--- config.mk ---
export PLATFORM = sky130hd
export DESIGN_NAME = extiEdgeCtrl
export DESIGN_NICKNAME = d
export VERILOG_FILES = /design/src/rtl/extiPkg.sv /design/src/rtl/extiBusCtrl.sv /design/src/rtl/extiPinMux.sv /design/src/rtl/extiDatapath.sv /design/src/rtl/extiEdgeCtrl.sv
export SDC_FILE = /design/constraint.sdc
export NUM_CORES = 1
export LEC_CHECK = 0
export BUFFER_PORTS_ARGS = -buffer_cell sky130_fd_sc_hd__buf_4
export CAP_MARGIN = 20
export CORE_UTILIZATION = 52
export DETAILED_ROUTE_END_ITERATION = 12
export PLACE_DENSITY_LB_ADDON = 0.1
export SETUP_SLACK_MARGIN = 0.4
export SLEW_MARGIN = 20
export SYNTH_ARGS = -nofsm -noshare
export SYNTH_HDL_FRONTEND = slang
export SYNTH_SLANG_ARGS = --single-unit
--- constraint.sdc ---
create_clock -name clk -period 1.6 [get_ports clk]
set_input_delay 0.08 -clock clk [delete_from_list [all_inputs] [get_ports clk]]
set_output_delay 0.08 -clock clk [all_outputs]
set_load 0.02 [all_outputs]
--- src/rtl/extiPkg.sv ---
package extiPkg;

  // word addresses of the register map
  localparam int ADDR_RISE  = 0;
  localparam int ADDR_FALL  = 1;
  localparam int ADDR_IRQM  = 2;
  localparam int ADDR_EVTM  = 3;
  localparam int ADDR_SWTRG = 4;
  localparam int ADDR_PEND  = 5;
  localparam int ADDR_SEL   = 8;

  // fields of the port select words are packed in 16-bit words
  localparam int SEL_WORD_BITS = 16;

  typedef enum logic [2:0] {
    RD_NONE,
    RD_RISE,
    RD_FALL,
    RD_IRQM,
    RD_EVTM,
    RD_PEND,
    RD_SEL
  } rdSelE;

  typedef struct packed {
    logic       wrRise;
    logic       wrFall;
    logic       wrIrqMask;
    logic       wrEvtMask;
    logic       wrSwTrig;
    logic       wrPendClr;
    logic       wrSel;
    logic [2:0] selWord;
    rdSelE      rdSel;
  } ctrlStrobeT;

endpackage

--- src/rtl/extiBusCtrl.sv ---
module extiBusCtrl
  import extiPkg::*;
#(
  parameter int ADDR_W    = 4,
  parameter int SEL_WORDS = 4
) (
  input  logic [ADDR_W-1:0] busAddr,
  input  logic              busWrite,
  output ctrlStrobeT        strobe
);

  logic [ADDR_W-1:0] selOff;
  logic              inSel;

  assign selOff = busAddr - ADDR_W'(ADDR_SEL);
  assign inSel  = (busAddr >= ADDR_W'(ADDR_SEL)) &&
                  (busAddr <  ADDR_W'(ADDR_SEL + SEL_WORDS));

  always_comb begin
    strobe           = '0;
    strobe.rdSel     = RD_NONE;
    strobe.selWord   = selOff[2:0];
    if (inSel) begin
      strobe.rdSel = RD_SEL;
      strobe.wrSel = busWrite;
    end else begin
      case (busAddr)
        ADDR_W'(ADDR_RISE): begin
          strobe.rdSel  = RD_RISE;
          strobe.wrRise = busWrite;
        end
        ADDR_W'(ADDR_FALL): begin
          strobe.rdSel  = RD_FALL;
          strobe.wrFall = busWrite;
        end
        ADDR_W'(ADDR_IRQM): begin
          strobe.rdSel     = RD_IRQM;
          strobe.wrIrqMask = busWrite;
        end
        ADDR_W'(ADDR_EVTM): begin
          strobe.rdSel     = RD_EVTM;
          strobe.wrEvtMask = busWrite;
        end
        ADDR_W'(ADDR_SWTRG): begin
          strobe.wrSwTrig = busWrite;
        end
        ADDR_W'(ADDR_PEND): begin
          strobe.rdSel     = RD_PEND;
          strobe.wrPendClr = busWrite;
        end
        default: ;
      endcase
    end
  end

endmodule

--- src/rtl/extiPinMux.sv ---
module extiPinMux #(
  parameter int NUM_LINES = 32,
  parameter int NUM_MUXED = 16,
  parameter int NUM_PORTS = 4,
  parameter int SEL_W     = 4
) (
  input  logic [NUM_PORTS*NUM_MUXED-1:0] portPins,
  input  logic [NUM_LINES-NUM_MUXED-1:0] directIn,
  input  logic [NUM_MUXED*SEL_W-1:0]     selFlat,
  output logic [NUM_LINES-1:0]           lineIn
);

  for (genvar j = 0; j < NUM_MUXED; j++) begin : g_muxed
    logic [SEL_W-1:0] sel;
    assign sel = selFlat[j*SEL_W +: SEL_W];
    always_comb begin
      lineIn[j] = 1'b0;
      for (int p = 0; p < NUM_PORTS; p++) begin
        if (sel == SEL_W'(p)) lineIn[j] = portPins[p*NUM_MUXED + j];
      end
    end
  end

  for (genvar j = NUM_MUXED; j < NUM_LINES; j++) begin : g_direct
    assign lineIn[j] = directIn[j-NUM_MUXED];
  end

endmodule

--- src/rtl/extiDatapath.sv ---
module extiDatapath
  import extiPkg::*;
#(
  parameter int NUM_LINES = 32,
  parameter int NUM_MUXED = 16,
  parameter int SEL_W     = 4,
  parameter int DATA_W    = 32
) (
  input  logic                       clk,
  input  logic                       rstN,
  input  ctrlStrobeT                 strobe,
  input  logic [DATA_W-1:0]          busWdata,
  input  logic [NUM_LINES-1:0]       lineIn,
  output logic [NUM_MUXED*SEL_W-1:0] selFlat,
  output logic [NUM_LINES-1:0]       evtOut,
  output logic                       irqOut,
  output logic [DATA_W-1:0]          busRdata
);

  localparam int FIELDS_PER_WORD = SEL_WORD_BITS / SEL_W;

  logic [NUM_LINES-1:0] riseEn, fallEn, irqMask, evtMask, pending, prevIn;
  logic [NUM_LINES-1:0] wLines, riseHit, fallHit, swHit, hitVec, clrVec;
  logic [SEL_W-1:0]     selReg [NUM_MUXED];
  logic [SEL_WORD_BITS-1:0] selRd;

  assign wLines  = busWdata[NUM_LINES-1:0];
  assign riseHit = lineIn & ~prevIn & riseEn;
  assign fallHit = ~lineIn & prevIn & fallEn;
  assign swHit   = strobe.wrSwTrig ? wLines : '0;
  assign hitVec  = riseHit | fallHit | swHit;
  assign clrVec  = strobe.wrPendClr ? wLines : '0;

  always_ff @(posedge clk or negedge rstN) begin
    if (!rstN) begin
      riseEn  <= '0;
      fallEn  <= '0;
      irqMask <= '0;
      evtMask <= '0;
      pending <= '0;
      prevIn  <= '0;
      evtOut  <= '0;
    end else begin
      prevIn  <= lineIn;
      // a new edge outranks a same-cycle clear
      pending <= (pending & ~clrVec) | (hitVec & irqMask);
      evtOut  <= hitVec & evtMask;
      if (strobe.wrRise)    riseEn  <= wLines;
      if (strobe.wrFall)    fallEn  <= wLines;
      if (strobe.wrIrqMask) irqMask <= wLines;
      if (strobe.wrEvtMask) evtMask <= wLines;
    end
  end

  for (genvar j = 0; j < NUM_MUXED; j++) begin : g_sel
    localparam int WORD  = j / FIELDS_PER_WORD;
    localparam int FIELD = j % FIELDS_PER_WORD;
    always_ff @(posedge clk or negedge rstN) begin
      if (!rstN) selReg[j] <= '0;
      else if (strobe.wrSel && (int'(strobe.selWord) == WORD))
        selReg[j] <= busWdata[FIELD*SEL_W +: SEL_W];
    end
    assign selFlat[j*SEL_W +: SEL_W] = selReg[j];
  end

  always_comb begin
    selRd = '0;
    for (int f = 0; f < FIELDS_PER_WORD; f++) begin
      if (int'(strobe.selWord) * FIELDS_PER_WORD + f < NUM_MUXED)
        selRd[f*SEL_W +: SEL_W] = selReg[int'(strobe.selWord) * FIELDS_PER_WORD + f];
    end
  end

  always_comb begin
    case (strobe.rdSel)
      RD_RISE: busRdata = DATA_W'(riseEn);
      RD_FALL: busRdata = DATA_W'(fallEn);
      RD_IRQM: busRdata = DATA_W'(irqMask);
      RD_EVTM: busRdata = DATA_W'(evtMask);
      RD_PEND: busRdata = DATA_W'(pending);
      RD_SEL:  busRdata = DATA_W'(selRd);
      default: busRdata = '0;
    endcase
  end

  assign irqOut = |pending;

  // a pending bit only appears on a line whose interrupt mask was on
  p_pend_needs_mask_r4: assert property (@(posedge clk) disable iff (!rstN)
    ((pending & ~$past(pending) & ~$past(irqMask)) == '0));

  // pending bits drop only where a clear was written
  p_pend_hold_r6: assert property (@(posedge clk) disable iff (!rstN)
    (($past(pending) & ~pending & ~$past(clrVec)) == '0));

  // a written clear takes effect unless an edge hit the same bit
  p_clear_effective_r6: assert property (@(posedge clk) disable iff (!rstN)
    ((pending & $past(clrVec) & ~$past(hitVec)) == '0));

  // event pulses need an enabled event mask
  p_evt_needs_mask_r5: assert property (@(posedge clk) disable iff (!rstN)
    ((evtOut & ~$past(evtMask)) == '0));

  // event pulses need an edge in the previous cycle
  p_evt_from_edge_r5: assert property (@(posedge clk) disable iff (!rstN)
    ((evtOut & ~$past(hitVec)) == '0));

endmodule

--- src/rtl/extiEdgeCtrl.sv ---
module extiEdgeCtrl
  import extiPkg::*;
#(
  parameter int NUM_LINES = 32,
  parameter int NUM_MUXED = 16,
  parameter int NUM_PORTS = 4,
  parameter int SEL_W     = 4,
  parameter int ADDR_W    = 4,
  parameter int DATA_W    = 32
) (
  input  logic                           clk,
  input  logic                           rstN,
  input  logic [ADDR_W-1:0]              busAddr,
  input  logic [DATA_W-1:0]              busWdata,
  input  logic                           busWrite,
  output logic [DATA_W-1:0]              busRdata,
  input  logic [NUM_PORTS*NUM_MUXED-1:0] portPins,
  input  logic [NUM_LINES-NUM_MUXED-1:0] directIn,
  output logic                           irqOut,
  output logic [NUM_LINES-1:0]           evtOut
);

  localparam int SEL_WORDS = (NUM_MUXED * SEL_W + SEL_WORD_BITS - 1) / SEL_WORD_BITS;

  ctrlStrobeT                 strobe;
  logic [NUM_MUXED*SEL_W-1:0] selFlat;
  logic [NUM_LINES-1:0]       lineIn;

  extiBusCtrl #(.ADDR_W(ADDR_W), .SEL_WORDS(SEL_WORDS)) u_ctrl (
    .busAddr (busAddr),
    .busWrite(busWrite),
    .strobe  (strobe)
  );

  extiPinMux #(
    .NUM_LINES(NUM_LINES), .NUM_MUXED(NUM_MUXED),
    .NUM_PORTS(NUM_PORTS), .SEL_W(SEL_W)
  ) u_mux (
    .portPins(portPins),
    .directIn(directIn),
    .selFlat (selFlat),
    .lineIn  (lineIn)
  );

  extiDatapath #(
    .NUM_LINES(NUM_LINES), .NUM_MUXED(NUM_MUXED),
    .SEL_W(SEL_W), .DATA_W(DATA_W)
  ) u_dp (
    .clk     (clk),
    .rstN    (rstN),
    .strobe  (strobe),
    .busWdata(busWdata),
    .lineIn  (lineIn),
    .selFlat (selFlat),
    .evtOut  (evtOut),
    .irqOut  (irqOut),
    .busRdata(busRdata)
  );

endmodule

==> flow_summary.yaml <==
logic_synthesis:
  synth_area_sq_um: 13340
  synthXorXnorAreaFrac_pct: 0
  synth_nets: 1175
  synth.avg_cell_area_sq_um: 12.63
  ys_ff_latch: 288
  yosys.cell_types.count: 39
  syn_inst: 1056
  muxShareOfSynthArea_pct: 22.66
  synth_top_area_share_pct: 54.02
  synth_compound_area_share_pct: 9.453
  synth.area.top_cells: "dfrtp_1 (54%), mux2_2 (11%), mux2_1 (6.2%)"
  ys_warn_count: 0
  synth_top_family_by_area: "multiplexers"
  ys_seq_area_share_pct: 54.02
  post_synth_and_or_nand_nor_area_fraction_pct: 10.72
  synthAdderAreaFrac_pct: 0
  synth_top_cell_by_area: "dfrtp_1"
clock_tree:
  clkSinkCount: 288
  clock_path_buffers: 3
  cts_buffers: 31
  cts_root_buffer: "clkbuf_16"
  htree_levels: 1
  insertion_delay_ns: 0.56
  path_clk_slew_ns: 0.06
  cts_tree: "done"
critical_path:
  worstSetupPathType: "flop to primary output"
  reg2reg_from: "u_dp.selFlat[47]"
  crit_start: "u_dp.pending[1]"
  endpoint_kind: "primary output"
  rrSetupSlack_ns: -0.18
  required_ns: 1.52
  crit_end: "irqOut"
  critPathArrivalTime_ns: 2.08
  reg2reg_to: "u_dp.pending[11]"
  crit_fanout: 2
  reg2regPathDepth: 6
  cp-start-kind: "flop"
run_status:
  status: "finished with violations"
  violations: "negative hold slack, negative setup slack"
place:
  port_buffers: 183
  place.gp.congestion: 0.8263
  dp_hpwl_microns: 24790
  place_area_sq_um: 16190
grt:
  antenna_found_initial: 1
  grt_overflow: 0
  grt_max_degree: 67
  track_usage_pct: 30.14
  grt_pass1_wl_microns: 60930
  first_global_vias: 10900
layout:
  layout-drive-gt1-share_pct: 46.48
  syn_to_final_growth_pct: 43.41
  nets: 1544
  fin_util_pct: 75.98
  final-seq-area_sq_um: 7209
  fin_area_sq_um: 19130
  multi_input_area_sq_um: 6581
  antenna_cells: 0
  nFillCells: 1591
sta:
  timing.hold.ws_ns: -0.03458
  worst_slew_pin_slew_ns: 0.4763
  max_freq_mhz: 463.5
  setup_viol: 51
  finalMaxSlewViolations: 0
  period_share_pct: 134.8
  fin_crit_ns: 2.157
  hold_viol: 2
  skew_ns: 0.006513
  rsz0062_at_grt: "true"
  layout_setup_ws_ns: -0.5575
  slew_headroom_pct: 68.25
  tns_ns: -8.208
run:
  max-cap-violations: 0
power_and_ir_drop:
  p_leak_nw: 8.947
  p_total_mw: 24.62
  ir_drop_mv: 0.9255
  power_density_nw_per_um2: 1287
drt:
  post-route-drc-count: 0
  vias_per_cell: 5.925
  wl_microns: 39400
  wl_per_cell_microns: 22.13
  first_pass_iters: 6
  detail-route-antenna-nets: 0
  num_vias: 10546
  initialDrtViolationCount: 895
die:
  design.core.area_sq_um: 25180
  dieHeight_microns: 162.2
  dieArea_sq_um: 26300
  ios: 184
  placementRows: 58
  fp.dieW_microns: 162.2
  initial_core_util_pct: 52.98
min_path:
  min-delay-path-class: "input pin to flop"
==> layout by cell type (no fill, tap or decap), types with 15 or more instances in the layout <==
| master | instances |
|---|---|
| o22ai_4 | 16 |
| inv_1 | 32 |
| o221ai_2 | 16 |
| a21o_1 | 16 |
| buf_4 | 220 |
| buf_12 | 17 |
| clkbuf_16 | 31 |
| mux2_1 | 36 |
| a22oi_1 | 32 |
| o21ai_0 | 15 |
| or3b_4 | 16 |
| mux4_2 | 16 |
| nand3b_1 | 16 |
| nand2_1 | 83 |
| a222oi_1 | 32 |
| and2_1 | 17 |
| a22o_1 | 16 |
| and3_1 | 16 |
| mux2_2 | 118 |
| nand3_1 | 17 |
| nand2_2 | 16 |
| nand2b_1 | 16 |
| mux2_4 | 54 |
| buf_6 | 75 |
| dlygate4sd3_1 | 87 |
| mux2i_1 | 25 |
| dfrtp_1 | 286 |
==> power breakdown <==
part | total (mW) | switching (mW) | internal (mW) | leakage, nW
Combinational | 6.54 | 2.63 | 3.91 | 4.90
Clock | 7.56 | 2.94 | 4.61 | 0.536
Sequential | 10.5 | 1.51 | 9.02 | 3.52
Total | 24.6 | 7.08 | 17.5 | 8.95
==> critical path, cell delays in order, from the launching register on <==
cell and delay, ns:
dfrtp_1 0.42, nor4_1 0.30, buf_4 0.17, nand4_1 0.19, or2_4 0.30, buf_6 0.13
==> final cells by class <==
| class | count | share of cell area [%] |
|---|---|---|
| multi-input cells | 672 | 34.40 |
| flip-flops and latches | 288 | 37.68 |
| clock inverters | 11 | 0.8436 |
| repair buffers | 400 | 19.45 |
| inverters | 32 | 0.6278 |
| well taps | 330 | 2.158 |
| clock buffers | 47 | 4.839 |
==> metal layers <==
layer  global-route usage [%]  part of all wire (%)  vias to the layer above
li1                         -                     -                     4669
met5                        0                 0.030                        -
met3                    4.928                   5.9                       78
met4                    10.55                   3.0                        2
met2                    50.76                    50                      385
met1                    39.51                    41                     5412
==> state kept, by name, summed over array words and instances, names as in the netlist <==
register      cells
u_dp.irqMask     32
u_dp.selFlat     64
u_dp.evtMask     32
u_dp.pending     32
u_dp.riseEn      32
u_dp.evtOut      32
u_dp.fallEn      32
u_dp.prevIn      32
==> synth_stat cells, drive strengths merged <==
library cell and count:
nand2 102, nor3 3, nand3b 16, clkbuf 35, a22o 16, mux4 16, nand3 33, nand4 2
inv 32, and4b 1, or3b 16, o22ai 16, nor4 9, mux2i 32, nor2 4, mux2 208
buf 29, a21o 16, and3 16, nor2b 1, or2 1, nand2b 18, dfrtp 288, o21ai 16
a222oi 32, a22oi 32, a21boi 16, and4bb 1, o221ai 16, or3 16, and2 17
==> timing repair <==
action | 4_1_cts | 5_1_grt
hold endpoints to repair | 572 | 4
buffers inserted | 40 | 11
hold buffers | 82 | 5
endpoints found under the setup margin | 75 | 82
resized for setup | 108 | 39
pin swaps | 38 | 15
==> cell families (layout without fill, tap and decap cells) <==
logic type | after synthesis | count (layout)
AOI/OAI and AO/OA | 160 | 160
DFF | 288 | 288
muxes | 256 | 256
buffers and inverters | 96 | 490
and+or+nand+nor | 256 | 256
==> worst min-delay path by stage <==
stage,startpoint,endpoint,cells past startpoint
3_3_place_gp,rstN,u_dp.fallEn[20],1
6_report,portPins[47],u_dp.prevIn[15],3
3_5_place_dp,rstN,u_dp.fallEn[20],1
2_1_floorplan,rstN,u_dp.evtMask[0],0
5_1_grt,portPins[47],u_dp.prevIn[15],3
4_1_cts,portPins[15],u_dp.prevIn[15],3
==> per-stage QoR <==
step / worst slack, ns / instances / hold WS, ns
finish: -0.5575 / 1780 / -0.03458
floorplan: 0.1066 / 1056 / -0.2156
global route: -0.6009 / 1780 / -0.01522
detailed placement: -0.1228 / 1584 / 0.02606
CTS: -0.5317 / 1764 / -0.04694
global placement: -0.06350 / 1584 / 0.02614
Note: power is estimated with default switching activity, not from simulation.
